**src/rtl/agen_pkg.sv**
```systemverilog
package agen_pkg;
  typedef enum logic [1:0] {
    MODE_PRE  = 2'd0,
    MODE_POST = 2'd1,
    MODE_MOD  = 2'd2,
    MODE_NOP  = 2'd3
  } agen_mode_e;

  typedef enum logic [1:0] {
    KIND_IDX  = 2'd0,
    KIND_MOD  = 2'd1,
    KIND_LEN  = 2'd2,
    KIND_BASE = 2'd3
  } reg_kind_e;

  localparam int unsigned NUM_KINDS = 4;
  localparam int unsigned NUM_BANKS = 2;
endpackage

```
**src/rtl/agen_regfile.sv**
```systemverilog
module agen_regfile import agen_pkg::*; #(
  parameter int unsigned AW   = 16,
  parameter int unsigned NREG = 4,
  localparam int unsigned IW  = $clog2(NREG),
  localparam int unsigned SW  = 1 + 2 + IW
) (
  input  logic          clk_i,
  input  logic          rst_ni,
  input  logic          swap_i,
  input  logic          wr_en_i,
  input  logic [1:0]    wr_kind_i,
  input  logic [IW-1:0] wr_idx_i,
  input  logic [AW-1:0] wr_data_i,
  input  logic          upd_en_i,
  input  logic [IW-1:0] upd_idx_i,
  input  logic [AW-1:0] upd_data_i,
  input  logic [IW-1:0] rd_idx_i,
  input  logic [IW-1:0] rd_midx_i,
  output logic [AW-1:0] rd_i_o,
  output logic [AW-1:0] rd_m_o,
  output logic [AW-1:0] rd_l_o,
  output logic [AW-1:0] rd_b_o,
  output logic          bank_o
);
  logic          bank_q;
  logic [AW-1:0] rd_arr [2**SW];

  always_ff @(posedge clk_i or negedge rst_ni) begin
    if (!rst_ni)     bank_q <= 1'b0;
    else if (swap_i) bank_q <= ~bank_q;
  end

  for (genvar b = 0; b < NUM_BANKS; b++) begin : g_bank
    for (genvar k = 0; k < NUM_KINDS; k++) begin : g_kind
      for (genvar n = 0; n < NREG; n++) begin : g_reg
        logic [AW-1:0] val_q;
        logic          hit_wr, hit_upd;

        assign hit_wr  = wr_en_i && (bank_q == 1'(b)) && (wr_kind_i == 2'(k))
                         && (wr_idx_i == IW'(n));
        // only index registers take updates; write port wins
        assign hit_upd = (k == 0) && upd_en_i && (bank_q == 1'(b))
                         && (upd_idx_i == IW'(n));

        always_ff @(posedge clk_i or negedge rst_ni) begin
          if (!rst_ni)      val_q <= '0;
          else if (hit_wr)  val_q <= wr_data_i;
          else if (hit_upd) val_q <= upd_data_i;
        end

        assign rd_arr[{1'(b), 2'(k), IW'(n)}] = val_q;
      end
    end
  end

  assign rd_i_o = rd_arr[{bank_q, KIND_IDX,  rd_idx_i}];
  assign rd_m_o = rd_arr[{bank_q, KIND_MOD,  rd_midx_i}];
  assign rd_l_o = rd_arr[{bank_q, KIND_LEN,  rd_idx_i}];
  assign rd_b_o = rd_arr[{bank_q, KIND_BASE, rd_idx_i}];
  assign bank_o = bank_q;
endmodule

```
**src/rtl/agen_calc.sv**
```systemverilog
module agen_calc import agen_pkg::*; #(
  parameter int unsigned AW = 16
) (
  input  agen_mode_e    mode_i,
  input  logic [AW-1:0] idx_i,
  input  logic [AW-1:0] mod_i,
  input  logic [AW-1:0] len_i,
  input  logic [AW-1:0] base_i,
  output logic          acc_o,
  output logic [AW-1:0] addr_o,
  output logic          upd_o,
  output logic [AW-1:0] next_o
);
  logic [AW-1:0] sum, limit, wrapped;

  assign sum   = idx_i + mod_i;
  assign limit = base_i + len_i;

  always_comb begin
    wrapped = sum;
    if (len_i != '0) begin
      if (sum >= limit)      wrapped = sum - len_i;
      else if (sum < base_i) wrapped = sum + len_i;
    end
  end

  always_comb begin
    acc_o  = 1'b0;
    upd_o  = 1'b0;
    addr_o = idx_i;
    next_o = wrapped;
    unique case (mode_i)
      MODE_PRE: begin
        acc_o  = 1'b1;
        addr_o = sum;
      end
      MODE_POST: begin
        acc_o = 1'b1;
        upd_o = 1'b1;
      end
      MODE_MOD: upd_o = 1'b1;
      default: ;
    endcase
  end
endmodule

```
**src/rtl/agen_out.sv**
```systemverilog
module agen_out #(
  parameter int unsigned AW        = 16,
  parameter int unsigned PW        = 8,
  parameter bit          BITREV_EN = 1'b1
) (
  input  logic            clk_i,
  input  logic            rst_ni,
  input  logic            page_wr_i,
  input  logic [PW-1:0]   page_data_i,
  input  logic            brev_i,
  input  logic            acc_i,
  input  logic [AW-1:0]   addr_i,
  output logic [PW-1:0]   page_o,
  output logic            addr_valid_o,
  output logic [PW+AW-1:0] addr_o
);
  logic [PW-1:0]    page_q;
  logic [AW-1:0]    lo;
  logic             valid_q;
  logic [PW+AW-1:0] addr_q;

  if (BITREV_EN) begin : g_brev
    logic [AW-1:0] rev;
    always_comb begin
      for (int j = 0; j < AW; j++) rev[j] = addr_i[AW-1-j];
    end
    assign lo = brev_i ? rev : addr_i;
  end else begin : g_lin
    logic unused_brev;
    assign unused_brev = brev_i;
    assign lo = addr_i;
  end

  always_ff @(posedge clk_i or negedge rst_ni) begin
    if (!rst_ni) begin
      page_q  <= '0;
      valid_q <= 1'b0;
      addr_q  <= '0;
    end else begin
      if (page_wr_i) page_q <= page_data_i;
      valid_q <= acc_i;
      if (acc_i) addr_q <= {page_q, lo};
    end
  end

  assign page_o       = page_q;
  assign addr_valid_o = valid_q;
  assign addr_o       = addr_q;
endmodule

```
**src/rtl/circ_agen.sv**
```systemverilog
module circ_agen import agen_pkg::*; #(
  parameter int unsigned ADDR_W    = 16,
  parameter int unsigned PAGE_W    = 8,
  parameter int unsigned NREG      = 4,
  parameter int unsigned IMM_W     = 8,
  parameter bit          BITREV_EN = 1'b1,
  localparam int unsigned IW       = $clog2(NREG),
  localparam int unsigned OW       = PAGE_W + ADDR_W
) (
  input  logic              clk_i,
  input  logic              rst_ni,
  input  logic              wr_en_i,
  input  logic [1:0]        wr_kind_i,
  input  logic [IW-1:0]     wr_idx_i,
  input  logic [ADDR_W-1:0] wr_data_i,
  input  logic              page_wr_i,
  input  logic [PAGE_W-1:0] page_data_i,
  input  logic              bank_swap_i,
  input  logic              brev_en_i,
  input  logic              req_valid_i,
  input  logic [1:0]        req_mode_i,
  input  logic [IW-1:0]     req_idx_i,
  input  logic              req_use_imm_i,
  input  logic [IW-1:0]     req_midx_i,
  input  logic [IMM_W-1:0]  req_imm_i,
  output logic              addr_valid_o,
  output logic [OW-1:0]     addr_o
);
  logic [ADDR_W-1:0] cur_idx, cur_mod, cur_len, cur_base, mod_val;
  logic [ADDR_W-1:0] calc_addr, calc_next;
  logic              calc_acc, calc_upd, bank_q;
  logic [PAGE_W-1:0] page_q;

  assign mod_val = req_use_imm_i
                   ? {{(ADDR_W-IMM_W){req_imm_i[IMM_W-1]}}, req_imm_i}
                   : cur_mod;

  agen_regfile #(.AW(ADDR_W), .NREG(NREG)) u_rf (
    .clk_i      (clk_i),
    .rst_ni     (rst_ni),
    .swap_i     (bank_swap_i),
    .wr_en_i    (wr_en_i),
    .wr_kind_i  (wr_kind_i),
    .wr_idx_i   (wr_idx_i),
    .wr_data_i  (wr_data_i),
    .upd_en_i   (req_valid_i && calc_upd),
    .upd_idx_i  (req_idx_i),
    .upd_data_i (calc_next),
    .rd_idx_i   (req_idx_i),
    .rd_midx_i  (req_midx_i),
    .rd_i_o     (cur_idx),
    .rd_m_o     (cur_mod),
    .rd_l_o     (cur_len),
    .rd_b_o     (cur_base),
    .bank_o     (bank_q)
  );

  agen_calc #(.AW(ADDR_W)) u_calc (
    .mode_i (agen_mode_e'(req_mode_i)),
    .idx_i  (cur_idx),
    .mod_i  (mod_val),
    .len_i  (cur_len),
    .base_i (cur_base),
    .acc_o  (calc_acc),
    .addr_o (calc_addr),
    .upd_o  (calc_upd),
    .next_o (calc_next)
  );

  agen_out #(.AW(ADDR_W), .PW(PAGE_W), .BITREV_EN(BITREV_EN)) u_out (
    .clk_i        (clk_i),
    .rst_ni       (rst_ni),
    .page_wr_i    (page_wr_i),
    .page_data_i  (page_data_i),
    .brev_i       (brev_en_i),
    .acc_i        (req_valid_i && calc_acc),
    .addr_i       (calc_addr),
    .page_o       (page_q),
    .addr_valid_o (addr_valid_o),
    .addr_o       (addr_o)
  );
endmodule

```
**config.mk**
```make
export PLATFORM = sky130hd
export DESIGN_NAME = circ_agen
export DESIGN_NICKNAME = d
export VERILOG_FILES = /design/src/rtl/agen_pkg.sv /design/src/rtl/agen_regfile.sv /design/src/rtl/agen_calc.sv /design/src/rtl/agen_out.sv /design/src/rtl/circ_agen.sv
export SDC_FILE = /design/constraint.sdc
export NUM_CORES = 1
export LEC_CHECK = 0
export BUFFER_PORTS_ARGS = -buffer_cell sky130_fd_sc_hd__buf_2
export CELL_PAD_IN_SITES_DETAIL_PLACEMENT = 2
export CELL_PAD_IN_SITES_GLOBAL_PLACEMENT = 2
export CORE_ASPECT_RATIO = 1.1
export CORE_MARGIN = 4
export CORE_UTILIZATION = 25
export DETAILED_ROUTE_END_ITERATION = 10
export PLACE_DENSITY_LB_ADDON = 0.1
export RECOVER_POWER = 25
export SLEW_MARGIN = 20
export SYNTH_ARGS = -nofsm -noshare
export SYNTH_HDL_FRONTEND = slang
export SYNTH_SLANG_ARGS = --single-unit
```
**constraint.sdc**
```tcl
create_clock -name clk_i -period 10.3 [get_ports clk_i]
set_input_delay 1.545 -clock clk_i [delete_from_list [all_inputs] [get_ports clk_i]]
set_output_delay 1.545 -clock clk_i [all_outputs]
set_load 0.02 [all_outputs]
```
Word-level counts from Yosys, hierarchy flattened --
Cells that the tools add are included.
Word-level totals: register bits after elaboration 546, input port bits 50, output and inout port bits 25, word-level logic and storage cells 167
Operators by class: add/sub/neg operators 4, order comparisons 6, eq/ne operators 11, mux-type cells 36, bitwise gates (word level) 5, reductions and logical operators 69
Operator list (number):
- $mux 16 | 30
- $bmux 16 s5 | 4
- $logic_and 1x1->1 | 54
- $add 16x16->16 | 3
- $ge 6x6->1 const B | 4
- $not 5->6 | 4
- $ge 16x16->1 | 1
- $lt 16x16->1 | 1
- $reduce_bool 16->1 | 1
- $reduce_bool 2->1 | 8
- $sub 16x16->16 | 1
- $eq 2x2->1 const B | 7
- $eq 2x1->1 const B | 4
- $logic_not 2->1 | 4
- $reduce_or 2->1 | 2
- $mux 1 | 2
- $not 1->1 | 1

Logic depth before layout (Yosys ltp) --
Gate-level depths: netlist (run 1).
word-level depth 12, depth in mapped cells 33, mapped depth without buffers 24

By module --
Synthesis (run 1) repeated with hierarchy kept, for this count alone.
Unflattened totals: cells, all modules 2210, area total of the unflattened synthesis 30573.1 sq um
By module, submodules not included:
- agen_regfile | times used 1, cells an instance 1544, area each 24781.3 sq um, sequential area each 12837.3 sq um
- agen_calc | times used 1, cells an instance 542, area each 4166.5 sq um, sequential area each 0.0 sq um
- agen_out | times used 1, cells an instance 104, area each 1363.8 sq um, sequential area each 825.8 sq um
- circ_agen | times used 1, cells an instance 20, area each 261.5 sq um, sequential area each 0.0 sq um

Least setup slack after synthesis (run 1) --
No wires, ideal clock.
kind input -> register, start input port req_idx_i[0], end register u_rf.g_bank[0].g_kind[0].g_reg[2].val_q[12], library setup time 136 ps, arrival time 8170 ps, data required time 10164 ps, path slack 1993 ps, stages 31, path buffers 7, path through buf_2 buf_2 buf_2 clkbuf_1 buf_2 mux4_2 mux2i_1 inv_1 ha_1 a21o_1 a21oi_1 o21bai_1 a21oi_1 o21ai_0 a21oi_1 nor2b_1 o21a_1 o41ai_1 o2111ai_1 a21oi_1 xnor2_1 ha_1 and3_1 nand2_1 o22ai_2 a21oi_2 or2_1 buf_6 buf_6 a21oi_4 a21oi_2
Between the ends: longest elaborated chain between the ends 11, elaborated cells on any way between the ends 27, classes of those cells 4 x add/sub; 2 x order compare; 1 x eq/ne; 14 x mux; 3 x bitwise; 3 x reduce/logical
Ends and longest elaborated chain:
- start: declaration | RTL line circ_agen.sv:22 | input logic [IW-1:0] req_idx_i,
- $not 5->6 (not written as such) | RTL line agen_regfile.sv:56 | assign rd_i_o = rd_arr[{bank_q, KIND_IDX, rd_idx_i}];
- $bmux 16 s5 | RTL line agen_regfile.sv:56
- $mux 16 (not written as such) (2 in series) | RTL line agen_regfile.sv:56
- $add 16x16->16 | RTL line agen_calc.sv:16 | assign sum = idx_i + mod_i;
- $add 16x16->16 or $lt 16x16->1 (tied branches) | RTL line agen_calc.sv:23 | else if (sum < base_i) wrapped = sum + len_i;
- $mux 16 | RTL line agen_calc.sv:23
- $mux 16 | RTL line agen_calc.sv:22 | if (sum >= limit) wrapped = sum - len_i;
- $mux 16 | RTL line agen_calc.sv:21 | if (len_i != '0) begin
- $mux 16 | RTL line agen_regfile.sv:48 | else if (hit_upd) val_q <= upd_data_i;
- $mux 16 | RTL line agen_regfile.sv:47 | else if (hit_wr) val_q <= wr_data_i;
- end signal: assignment | RTL line agen_regfile.sv:47
- end signal: assignment | RTL line agen_regfile.sv:48
- end: declaration | RTL line agen_regfile.sv:36 | logic [AW-1:0] val_q;
Parallel ways exist; a longest one is shown, timed or not. The select of a mux whose other input is x is not followed. A chain may end at the register's enable or synchronous reset.

Final worst setup path (run 1) --
start input port req_idx_i[0], end register u_rf.g_bank[0].g_kind[0].g_reg[1].val_q[14]
Between the ends: longest elaborated chain between the ends 11, elaborated cells on any way between the ends 27, classes of those cells 4 x add/sub; 2 x order compare; 1 x eq/ne; 14 x mux; 3 x bitwise; 3 x reduce/logical
Ends and longest elaborated chain (RTL line):
- $not 5->6 (not written as such) | agen_regfile.sv:56
- $bmux 16 s5 | agen_regfile.sv:56
- $mux 16 (not written as such) (2 in series) | agen_regfile.sv:56
- $add 16x16->16 | agen_calc.sv:16
- $add 16x16->16 or $lt 16x16->1 (tied branches) | agen_calc.sv:23
- $mux 16 | agen_calc.sv:23
- $mux 16 | agen_calc.sv:22
- $mux 16 | agen_calc.sv:21
- $mux 16 | agen_regfile.sv:48
- $mux 16 | agen_regfile.sv:47
- end signal: assignment | agen_regfile.sv:47
- end signal: assignment | agen_regfile.sv:48
- end: declaration | agen_regfile.sv:36
Parallel ways exist; a longest one is shown, timed or not. The select of a mux whose other input is x is not followed.

==> impl_metrics.csv, run 1 <==
group,metric,value,unit
clock_tree,post_cts_buffers,0,
clock_tree,clk_pin_slew,0.06,ns
timing,period_needed,8.31,ns
routing,ant_nets,0,
global_routing,grt_pass1_vias,23400,
setup_path,reg2reg_depth,24,
synthesis,synthMuxAreaShare,27.6,%
timing,setup_viol,0,
cells_and_area,drive_above_1_share,34.5,%
clock_tree,cts_max_level,3,
clock_tree,cts_inserted_buffers,67,
placement,io_buffers,74,
clock_tree,clock_sinks,546,
cells_and_area,area_growth,15.1,%
status,violations,"capacitance limit, slew limit",
floorplanning,die_w,335,µm
clock_tree,cts_buffer_depth,3,
synthesis,syn_inst,2363,
routing,vias,20400,
timing,hold_viol,0,
clock_tree,tritoncts,"built",
timing,fin_crit_sh,80.7,%
setup_path,r2r_end,"u_rf.g_bank[0].g_kind[0].g_reg[1].val_q[14]$_DFFE_PN0P_",
cells_and_area,fillers,12200,
setup_path,arrival,8.82,ns
hold_path,hold_end,"u_out.addr_o[14]$_DFFE_PN0P_",
setup_path,critical_path_peak_fanout,39,
setup_path,cp-start-kind,"primary input",
synthesis,synthAdderAreaFrac,4.10,%
synthesis,async_flop_share,100,%
synthesis,synth_xor_area_share,1.69,%
clock_tree,ctsHoldBuffers,0,
synthesis,syn_area_per_cell,12.4,µm²
setup_path,ff2ff_setup_slack,2.50,ns
clock_tree,cts.repair.resized,0,
floorplanning,fp.coreArea,116000,µm²
synthesis,ys_types,89,
routing,wire_per_inst,28.0,µm
global_routing,grt_max_degree,164,
synthesis,ys_seq_elements,546,
routing,drt_wl_total,112000,µm
timing,worst_slew_pin_slew,6.05,ns
global_routing,gr-total-overflow,0,
synthesis,synth-compound-area-share,11.7,%
synthesis,synth_warnings,0,
timing,fin_skew,0.0321,ns
hold_path,hold_start,"u_out.addr_o[14]$_DFFE_PN0P_",
floorplanning,rows,131,
timing,drv_slew,238,
synthesis,syn-num-nets,2505,
setup_path,worst_setup_path_end_kind,"register",
cells_and_area,final_cell_mix,"545 x dfrtp_1, 425 x mux2_2, 124 x mux4_2",
routing,via_per_inst,5.10,
clock_tree,ctsRootBufferMaster,"clkbuf_16",
cells_and_area,final_common_cell,"dfrtp_1",
floorplanning,start_util,25.2,%
synthesis,synth_area,29300,µm²
timing,relSlewSlack,-304,%
global_routing,grt_usage,18.2,%
synthesis,synth-edff-count,0,
setup_path,rr_startpoint,"u_rf.bank_o$_DFFE_PN0P_",
synthesis,synth_top_family_by_area,"multiplexers",
routing,drt_iter0_drc,927,
placement,gp_congestion,0.788,
routing,drc,0,
timing,fmax,120,MHz
synthesis,yosysSeqAreaShare,46.6,%
routing,first_pass_iters,7,
floorplanning,ios,75,
hold_path,hold_class,"register to register",
floorplanning,dieArea,123000,µm²
placement,place_hpwl,80500,µm
setup_path,criticalPathCategory,"primary input to register",
synthesis,synth_flop_cell,"dfrtp_1",
timing,setup-tns-final,0,ns
flow_run,cap_violations,4,
setup_path,worstPathRequired,10.81,ns
global_routing,antenna_found_initial,1,
cells_and_area,fin_nets,2563,
global_routing,grt_first_pass_wirelength,166000,µm
hold_path,worstHoldPathCells,2,
status,status,"finished with violations",
floorplanning,die_y,367,µm
synthesis,synth-simple-area-share,5.27,%
clock_tree,insertion_delay,0.65,ns
timing,rsz0062_at_grt,"false",
-- Yosys cell counts (6+ instances only) --
library cell | count | area, µm²
o21ai_0 | 74 | 370
nand2_1 | 101 | 379
nand2b_1 | 15 | 93.8
mux2_2 | 426 | 4800
buf_1 | 14 | 52.6
inv_1 | 68 | 255
nor3_1 | 16 | 80.1
a21oi_2 | 12 | 105
a31oi_1 | 21 | 131
a211oi_1 | 15 | 113
o21ai_1 | 29 | 145
xnor2_1 | 30 | 263
dfrtp_1 | 546 | 13700
o21bai_1 | 8 | 60.1
nand4_1 | 6 | 37.5
o21a_1 | 6 | 45.0
nor2b_1 | 21 | 131
nand3_1 | 21 | 105
buf_2 | 18 | 90.1
a21o_1 | 23 | 173
ha_1 | 88 | 1100
a22oi_1 | 62 | 465
o211ai_1 | 13 | 97.6
mux4_2 | 124 | 2790
clkbuf_1 | 112 | 420
xor2_1 | 23 | 201
o22ai_1 | 73 | 457
nor2_1 | 112 | 420
mux2i_1 | 48 | 480
and3_1 | 6 | 37.5
a21oi_1 | 106 | 531
o31ai_1 | 19 | 143
-- cells by family (layout without fill, tap and decap cells) --
kind of cell               after synthesis  count (layout)
and+or+nand+nor                        331             331
muxes                                  600             600
xor gates and xnor gates                55              55
DFF                                    546             546
adders and majority gates               94              94
other                                    0               3
buffers and inverters                  222             329
AOI/OAI and AO/OA                      515             515
-- worst max path at each step --
stage / from / endpoint / slack, ns / depth (start not counted)
2_1_floorplan: req_idx_i[0] / u_rf.g_bank[0].g_kind[0].g_reg[2].val_q[12]$_DFFE_PN0P_ / 1.99 / 31
3_3_place_gp: req_idx_i[0] / u_rf.g_bank[0].g_kind[0].g_reg[3].val_q[15]$_DFFE_PN0P_ / 1.23 / 25
3_5_place_dp: req_idx_i[0] / u_rf.g_bank[0].g_kind[0].g_reg[3].val_q[15]$_DFFE_PN0P_ / 1.10 / 25
4_1_cts: req_idx_i[0] / u_rf.g_bank[0].g_kind[0].g_reg[3].val_q[15]$_DFFE_PN0P_ / 1.76 / 25
5_1_grt: req_idx_i[0] / u_rf.g_bank[0].g_kind[0].g_reg[3].val_q[14]$_DFFE_PN0P_ / 1.21 / 25
6_report: req_idx_i[0] / u_rf.g_bank[0].g_kind[0].g_reg[1].val_q[14]$_DFFE_PN0P_ / 1.99 / 25
-- state kept, by name, summed over array words and instances (netlist names) --
register and flops:
u_out.page_o 8, u_out.addr_valid_o 1, u_rf.g_bank.g_kind.g.val_q 512, u_out.addr_o 24, u_rf.bank_o 1
-- final cells by class --
class / count / area [µm²] / share of cell area, %
antenna: 3 / 7.51 / 0.0222
multi-input combinational: 1595 / 14800 / 43.9
timing repair buffer: 141 / 876 / 2.59
inverter: 70 / 263 / 0.778
sequential: 546 / 13700 / 40.5
clock buffer: 100 / 1950 / 5.78
clock inverter: 18 / 253 / 0.749
tap: 1529 / 1910 / 5.67
-- stage by stage --
stage	instances	worst slack [ns]	area [µm²]	util, %	hold WS, ns
global route	3999	1.21	33800	29.0	0.514
detailed placement	3881	1.10	31600	27.2	0.465
floorplan	2363	1.99	29300	-	0.466
finish	4002	1.99	33800	29.1	0.473
CTS	3999	1.76	33800	29.1	0.480
global placement	3881	1.23	31600	27.2	0.468
-- routing by layer --
metal  vias to the layer above  wire length (µm)  GRT usage [%]
li1                       8967                 -              -
met1                     11100             50100           23.7
met2                       238             57100           32.5
met3                       108              2610           2.07
met4                         0              2290           4.18
met5                         -                 0              0
-- worst max-delay path, stage by stage --
cell and delay [ns]:
buf_6 0.44, buf_12 0.35, mux4_2 0.54, mux2i_1 0.50
inv_1 0.11, ha_1 0.36, a21oi_1 0.24, o21bai_1 0.10
a21oi_1 0.24, o21ai_0 0.13, a21oi_1 0.24, nor2b_1 0.10
o21a_1 0.22, o41ai_1 0.62, o2111ai_1 0.25, a21oi_1 0.23
xnor2_1 0.09, ha_1 0.34, and3_1 0.24, nand2_1 0.13
o22a_1 0.35, o21ai_2 0.63, a22oi_1 0.23, o22ai_2 0.39
o21ai_1 0.14
Power of run 1 is left out: the tool's default activity adds up to more than one toggle a clock period on the data nets, which glitch-free logic cannot reach.
==> inputs of run 2 (changes only) <==
==> constraint.sdc (replaced) <==
create_clock -name clk_i -period 7.45 [get_ports clk_i]
set_input_delay 1.1175 -clock clk_i [delete_from_list [all_inputs] [get_ports clk_i]]
set_output_delay 1.1175 -clock clk_i [all_outputs]
set_load 0.02 [all_outputs]
==> run 2 against run 1 <==
  * The flow still finishes with violations (capacitance limit, slew limit)
  * Sequential cell count unchanged
  * Routed wire length increased by 4.4%
  * Die area did not move
  * First-iteration DRC count grew 20%
  * Worst hold slack better by 0.0085 ns
==> impl_metrics.csv, run 2 (synthesis gave the netlist of run 1 again) <==
group,metric,value,unit
floorplanning,start_util,25.2,%
routing,wl_met2,57300,µm
routing,dr_wl_met3,3190,µm
clock_tree,clk_pin_slew,0.06,ns
cells_and_area,largest_reg_flops,512,
clock_tree,cts_inserted_buffers,68,
routing,drt_wl_total,117000,µm
timing,period_needed,6.94,ns
flow_run,cap_violations,2,
setup_path,cp-start-kind,"primary input",
routing,via_per_inst,5.11,
placement,postPlaceCellArea,32600,µm²
status,violations,"capacitance limit, slew limit",
cells_and_area,final_common_cell,"dfrtp_1",
setup_path,ff2ff_setup_slack,0.72,ns
setup_path,critical_path_peak_fanout,12,
timing,worst_slew_pin_slew,5.11,ns
global_routing,gr-total-overflow,0,
clock_tree,cts_max_level,3,
setup_path,cp-startpoint,"req_midx_i[1]",
clock_tree,cts.repair.resized,0,
timing,fin_skew,0.0408,ns
setup_path,rr_startpoint,"u_rf.bank_o$_DFFE_PN0P_",
setup_path,cpPeakStageDelay,0.72,ns
hold_path,hold_class,"register to register",
clock_tree,tritoncts,"built",
timing,rsz0062_at_grt,"false",
routing,drt-met1-wl,51700,µm
clock_tree,ctsHoldBuffers,0,
routing,first_pass_iters,4,
timing,drv_slew,116,
floorplanning,die_w,335,µm
timing,setup_viol,0,
cells_and_area,regMostFlops,"u_rf.g_bank.g_kind.g.val_q",
floorplanning,rows,131,
setup_path,worst_setup_path_end_kind,"register",
cells_and_area,final_cell_mix,"545 x dfrtp_1, 426 x mux2_2, 157 x buf_4",
clock_tree,post_cts_buffers,0,
global_routing,grt_pass1_vias,24300,
clock_tree,cts_buffer_depth,3,
placement,place_hpwl,84300,µm
floorplanning,dieArea,123000,µm²
routing,ant_nets,0,
routing,drt_iter0_drc,1110,
global_routing,antenna_found_initial,6,
cells_and_area,drive_above_1_share,37.8,%
routing,vias,21000,
floorplanning,ios,75,
status,status,"finished with violations",
routing,drc,0,
setup_path,path_buf_inv,3,
hold_path,worstHoldPathCells,2,
global_routing,grt_usage,19.1,%
placement,io_buffers,74,
routing,routed.top_layer,"met4",
floorplanning,fp.coreArea,116000,µm²
setup_path,arrival,7.42,ns
setup_path,cp_top_family,"compound AO/OA/AOI/OAI gates",
clock_tree,ctsRootBufferMaster,"clkbuf_16",
global_routing,grt_first_pass_wirelength,173000,µm
setup_path,reg2reg_depth,29,
global_routing,grt_max_degree,164,
hold_path,hold_start,"u_out.addr_o[9]$_DFFE_PN0P_",
setup_path,crit_slowest_cell,"o21ai_0",
cells_and_area,fin_area,34900,µm²
timing,fin_crit_sh,93.1,%
timing,relSlewSlack,-240,%
setup_path,worstPathRequired,7.93,ns
hold_path,hold_end,"u_out.addr_o[9]$_DFFE_PN0P_",
clock_tree,clock_sinks,546,
routing,wire_per_inst,28.4,µm
floorplanning,die_y,367,µm
setup_path,r2r_end,"u_rf.g_bank[1].g_kind[0].g_reg[3].val_q[6]$_DFFE_PN0P_",
setup_path,criticalPathCategory,"primary input to register",
timing,fmax,144,MHz
cells_and_area,area_growth,19.0,%
clock_tree,insertion_delay,0.65,ns
cells_and_area,fin_nets,2670,
placement,gp_congestion,0.857,
timing,hold_viol,0,
run 2: area by class of cell:
cell class | count | area [µm²]
Fill cell | 12100 | 81300
Multi-Input combinational cell | 1595 | 14900
Sequential cell | 546 | 13700
Clock buffer | 104 | 2040
Tap cell | 1529 | 1910
Timing Repair Buffer | 247 | 1850
Clock inverter | 18 | 293
Inverter | 70 | 263
Antenna cell | 5 | 12.5
run 2: worst register-to-register path, delay by kind of cell, from the launching register on:
family	cells	cell delay, ns
flops	1	0.82
mux	1	0.22
buf+inv	7	1.16
xor+xnor	1	0.21
fa+ha+maj	2	0.55
compound gates	15	3.21
simple gates	3	0.42
run 2: routing by layer:
| metal | up-vias | track usage (%) |
|---|---|---|
| li1 | 9172 | - |
| met3 | 176 | 2.35 |
| met4 | 0 | 7.58 |
| met2 | 330 | 32.7 |
| met5 | - | 0 |
| met1 | 11400 | 24.4 |
run 2: worst max path at each step:
stage | cells after the start | slack, ns | endpoint
floorplan | 27 | 0.004 | u_rf.g_bank[0].g_kind[0].g_reg[2].val_q[12]$_DFFE_PN0P_
global placement | 31 | -0.06 | u_rf.g_bank[1].g_kind[0].g_reg[0].val_q[6]$_DFFE_PN0P_
detailed placement | 31 | -0.18 | u_rf.g_bank[0].g_kind[0].g_reg[1].val_q[6]$_DFFE_PN0P_
CTS | 31 | 0.47 | u_rf.g_bank[1].g_kind[0].g_reg[3].val_q[6]$_DFFE_PN0P_
global route | 29 | 0.05 | u_rf.g_bank[0].g_kind[0].g_reg[1].val_q[2]$_DFFE_PN0P_
finish | 25 | 0.51 | u_rf.g_bank[1].g_kind[0].g_reg[3].val_q[3]$_DFFE_PN0P_
run 2: through the flow:
step / hold WS, ns / cells / setup slack (ns) / setup TNS, ns / util (%)
floorplan: 0.466 / 2363 / 0.00406 / 0 / -
global placement: 0.468 / 3985 / -0.0566 / -1.25 / 28.0
detailed placement: 0.472 / 3987 / -0.175 / -10.62 / 28.0
CTS: 0.486 / 4109 / 0.474 / 0 / 30.0
global route: 0.511 / 4110 / 0.0513 / 0 / 30.0
finish: 0.481 / 4114 / 0.514 / 0 / 30.0
Power of run 2 is left out for the same reason.
==> inputs of run 3 (changes only) <==
--- a/config.mk
+++ b/config.mk
@@ -14,7 +14,9 @@
 export DETAILED_ROUTE_END_ITERATION = 10
 export PLACE_DENSITY_LB_ADDON = 0.1
 export RECOVER_POWER = 25
+export REMOVE_ABC_BUFFERS = 1
 export SLEW_MARGIN = 20
 export SYNTH_ARGS = -nofsm -noshare
 export SYNTH_HDL_FRONTEND = slang
 export SYNTH_SLANG_ARGS = --single-unit
+export TNS_END_PERCENT = 30
==> run 3 against run 2 <==
  * The run still ends with capacitance limit, slew limit left
  * Core utilization is 0.26 points higher
  * Count of clock-buffer cells in the layout fell by 4
  * Critical path depth up 5
  * Via count increased by 2.2%
  * Final area increased by 0.85%
  * Worst hold slack lost 0.0054 ns
  * Sequential share of layout area shrank 0.33 points
  * Fmax grew 0.19%
  * Setup slack better by 0.013 ns
  * Sequential cell count unchanged
  * Clock skew shrank 0.020 ns
==> impl_metrics.csv, run 3 (synthesis gave the netlist of run 1 again) <==
group,metric,value,unit
timing,period_needed,6.92,ns
placement,gp_congestion,0.839,
floorplanning,rows,131,
clock_tree,ctsRootBufferMaster,"clkbuf_16",
setup_path,reg2reg_depth,24,
placement,place_hpwl,85700,µm
placement,io_buffers,74,
routing,vias,21500,
timing,setup_viol,0,
global_routing,grt_max_degree,174,
flow_run,cap_violations,2,
clock_tree,tritoncts,"built",
setup_path,arrival,7.40,ns
cells_and_area,regMostFlops,"u_rf.g_bank.g_kind.g.val_q",
clock_tree,cts_inserted_buffers,69,
setup_path,cp_num_cells,30,
setup_path,worstPathRequired,7.93,ns
floorplanning,start_util,25.2,%
setup_path,rr_startpoint,"u_rf.bank_o$_DFFE_PN0P_",
floorplanning,ios,75,
timing,relSlewSlack,-238,%
setup_path,criticalPathCategory,"primary input to register",
setup_path,ff2ff_setup_slack,0.69,ns
routing,drc,0,
setup_path,cpPeakStageDelay,0.54,ns
routing,first_pass_iters,5,
cells_and_area,final_common_cell,"dfrtp_1",
setup_path,crit_slowest_cell,"mux4_2",
routing,drt_wl_total,119000,µm
routing,via_per_inst,5.16,
setup_path,path_buf_inv,7,
clock_tree,post_cts_buffers,0,
cells_and_area,final_cell_mix,"545 x dfrtp_1, 426 x mux2_2, 219 x buf_4",
timing,hold_viol,0,
floorplanning,dieArea,123000,µm²
clock_tree,insertion_delay,0.64,ns
clock_tree,clk_pin_slew,0.06,ns
setup_path,cp-start-kind,"primary input",
cells_and_area,largest_reg_flops,512,
setup_path,r2r_end,"u_rf.g_bank[1].g_kind[0].g_reg[1].val_q[7]$_DFFE_PN0P_",
timing,setup-tns-final,0,ns
setup_path,cp-startpoint,"req_idx_i[0]",
routing,wire_per_inst,28.7,µm
floorplanning,die_y,367,µm
timing,worst_slew_pin_slew,5.07,ns
cells_and_area,fin_nets,2731,
global_routing,grt_pass1_vias,24400,
clock_tree,ctsHoldBuffers,0,
floorplanning,die_w,335,µm
timing,fin_skew,0.0205,ns
timing,rsz0062_at_grt,"false",
status,violations,"capacitance limit, slew limit",
global_routing,grt_first_pass_wirelength,176000,µm
clock_tree,cts_max_level,3,
clock_tree,cts_buffer_depth,3,
clock_tree,cts.repair.resized,0,
global_routing,antenna_found_initial,10,
routing,ant_nets,0,
setup_path,critical_path.endpoint,"u_rf.g_bank[0].g_kind[0].g_reg[3].val_q[5]$_DFFE_PN0P_",
clock_tree,clock_sinks,546,
status,status,"finished with violations",
global_routing,grt_usage,19.4,%
setup_path,critical_path_peak_fanout,12,
cells_and_area,area_growth,20.0,%
timing,fmax,144,MHz
setup_path,cp_top_family,"compound AO/OA/AOI/OAI gates",
routing,drt_iter0_drc,1075,
timing,drv_slew,144,
global_routing,gr-total-overflow,0,
setup_path,worst_setup_path_end_kind,"register",
timing,holdWs,0.476,ns
hold_path,hold_class,"register to register",
timing,fin_crit_sh,92.9,%
cells_and_area,drive_above_1_share,39.5,%
floorplanning,fp.coreArea,116000,µm²
## run 3: cell count changes in the layout (fill, tap and decap cells not counted), sizes merged
| cell | before | now |
|---|---|---|
| buf | 243 | 302 |
| clkdlybuf4s25 | 0 | 1 |
| inv | 73 | 74 |
| bufinv | 6 | 2 |
| clkbuf | 108 | 104 |
| clkinv | 7 | 11 |
| clkinvlp | 2 | 1 |
| diode | 5 | 4 |
## run 3: layer usage
layer / part of all wire (%) / GRT usage, % / vias up
met4: 3.1 / 6.09 / 6
li1: - / - / 9301
met3: 3.4 / 2.45 / 177
met2: 48 / 32.7 / 413
met5: 0.034 / 0 / -
met1: 45 / 25.9 / 11600
## run 3: worst min-delay path by stage
| stage | to | cells after the start | slack [ns] | start |
|---|---|---|---|---|
| floorplan | u_rf.g_bank[0].g_kind[0].g_reg[2].val_q[10]$_DFFE_PN0P_ | 2 | 0.47 | u_rf.g_bank[0].g_kind[0].g_reg[2].val_q[10]$_DFFE_PN0P_ |
| global placement | u_out.addr_o[2]$_DFFE_PN0P_ | 2 | 0.46 | u_out.addr_o[2]$_DFFE_PN0P_ |
| detailed placement | u_out.addr_o[0]$_DFFE_PN0P_ | 2 | 0.47 | u_out.addr_o[0]$_DFFE_PN0P_ |
| CTS | u_out.addr_o[0]$_DFFE_PN0P_ | 2 | 0.48 | u_out.addr_o[0]$_DFFE_PN0P_ |
| global route | u_rf.g_bank[1].g_kind[3].g_reg[0].val_q[8]$_DFFE_PN0P_ | 1 | 0.51 | u_rf.g_bank[1].g_kind[3].g_reg[0].val_q[8]$_DFFE_PN0P_ |
| finish | u_out.addr_o[0]$_DFFE_PN0P_ | 2 | 0.48 | u_out.addr_o[0]$_DFFE_PN0P_ |
## run 3: final cells by class
class	instances	area [µm²]
clock inverters	18	180
clock buffers	100	2050
multi-input cells	1595	14800
inverters	70	263
fillers	12200	81000
flip-flops and latches	546	13700
well taps	1529	1910
repair buffers	307	2260
diodes	4	10.0
## run 3: per-stage QoR
step                utilization, %  std cells  cell area [µm²]  setup slack [ns]
detailed placement            28.4       4047            33000            -0.102
finish                        30.3       4169            35200             0.527
floorplan                        -       2211            28700            -0.182
CTS                           30.3       4165            35200             0.569
global route                  30.3       4165            35200             0.123
global placement              28.3       4046            32900           -0.0202
## run 3: worst min-delay path, stage by stage, from the launching register on
cell,delay [ns]
dfrtp_1,0.33
nand2_1,0.05
o21ai_0,0.06
Power of run 3 is left out for the same reason.
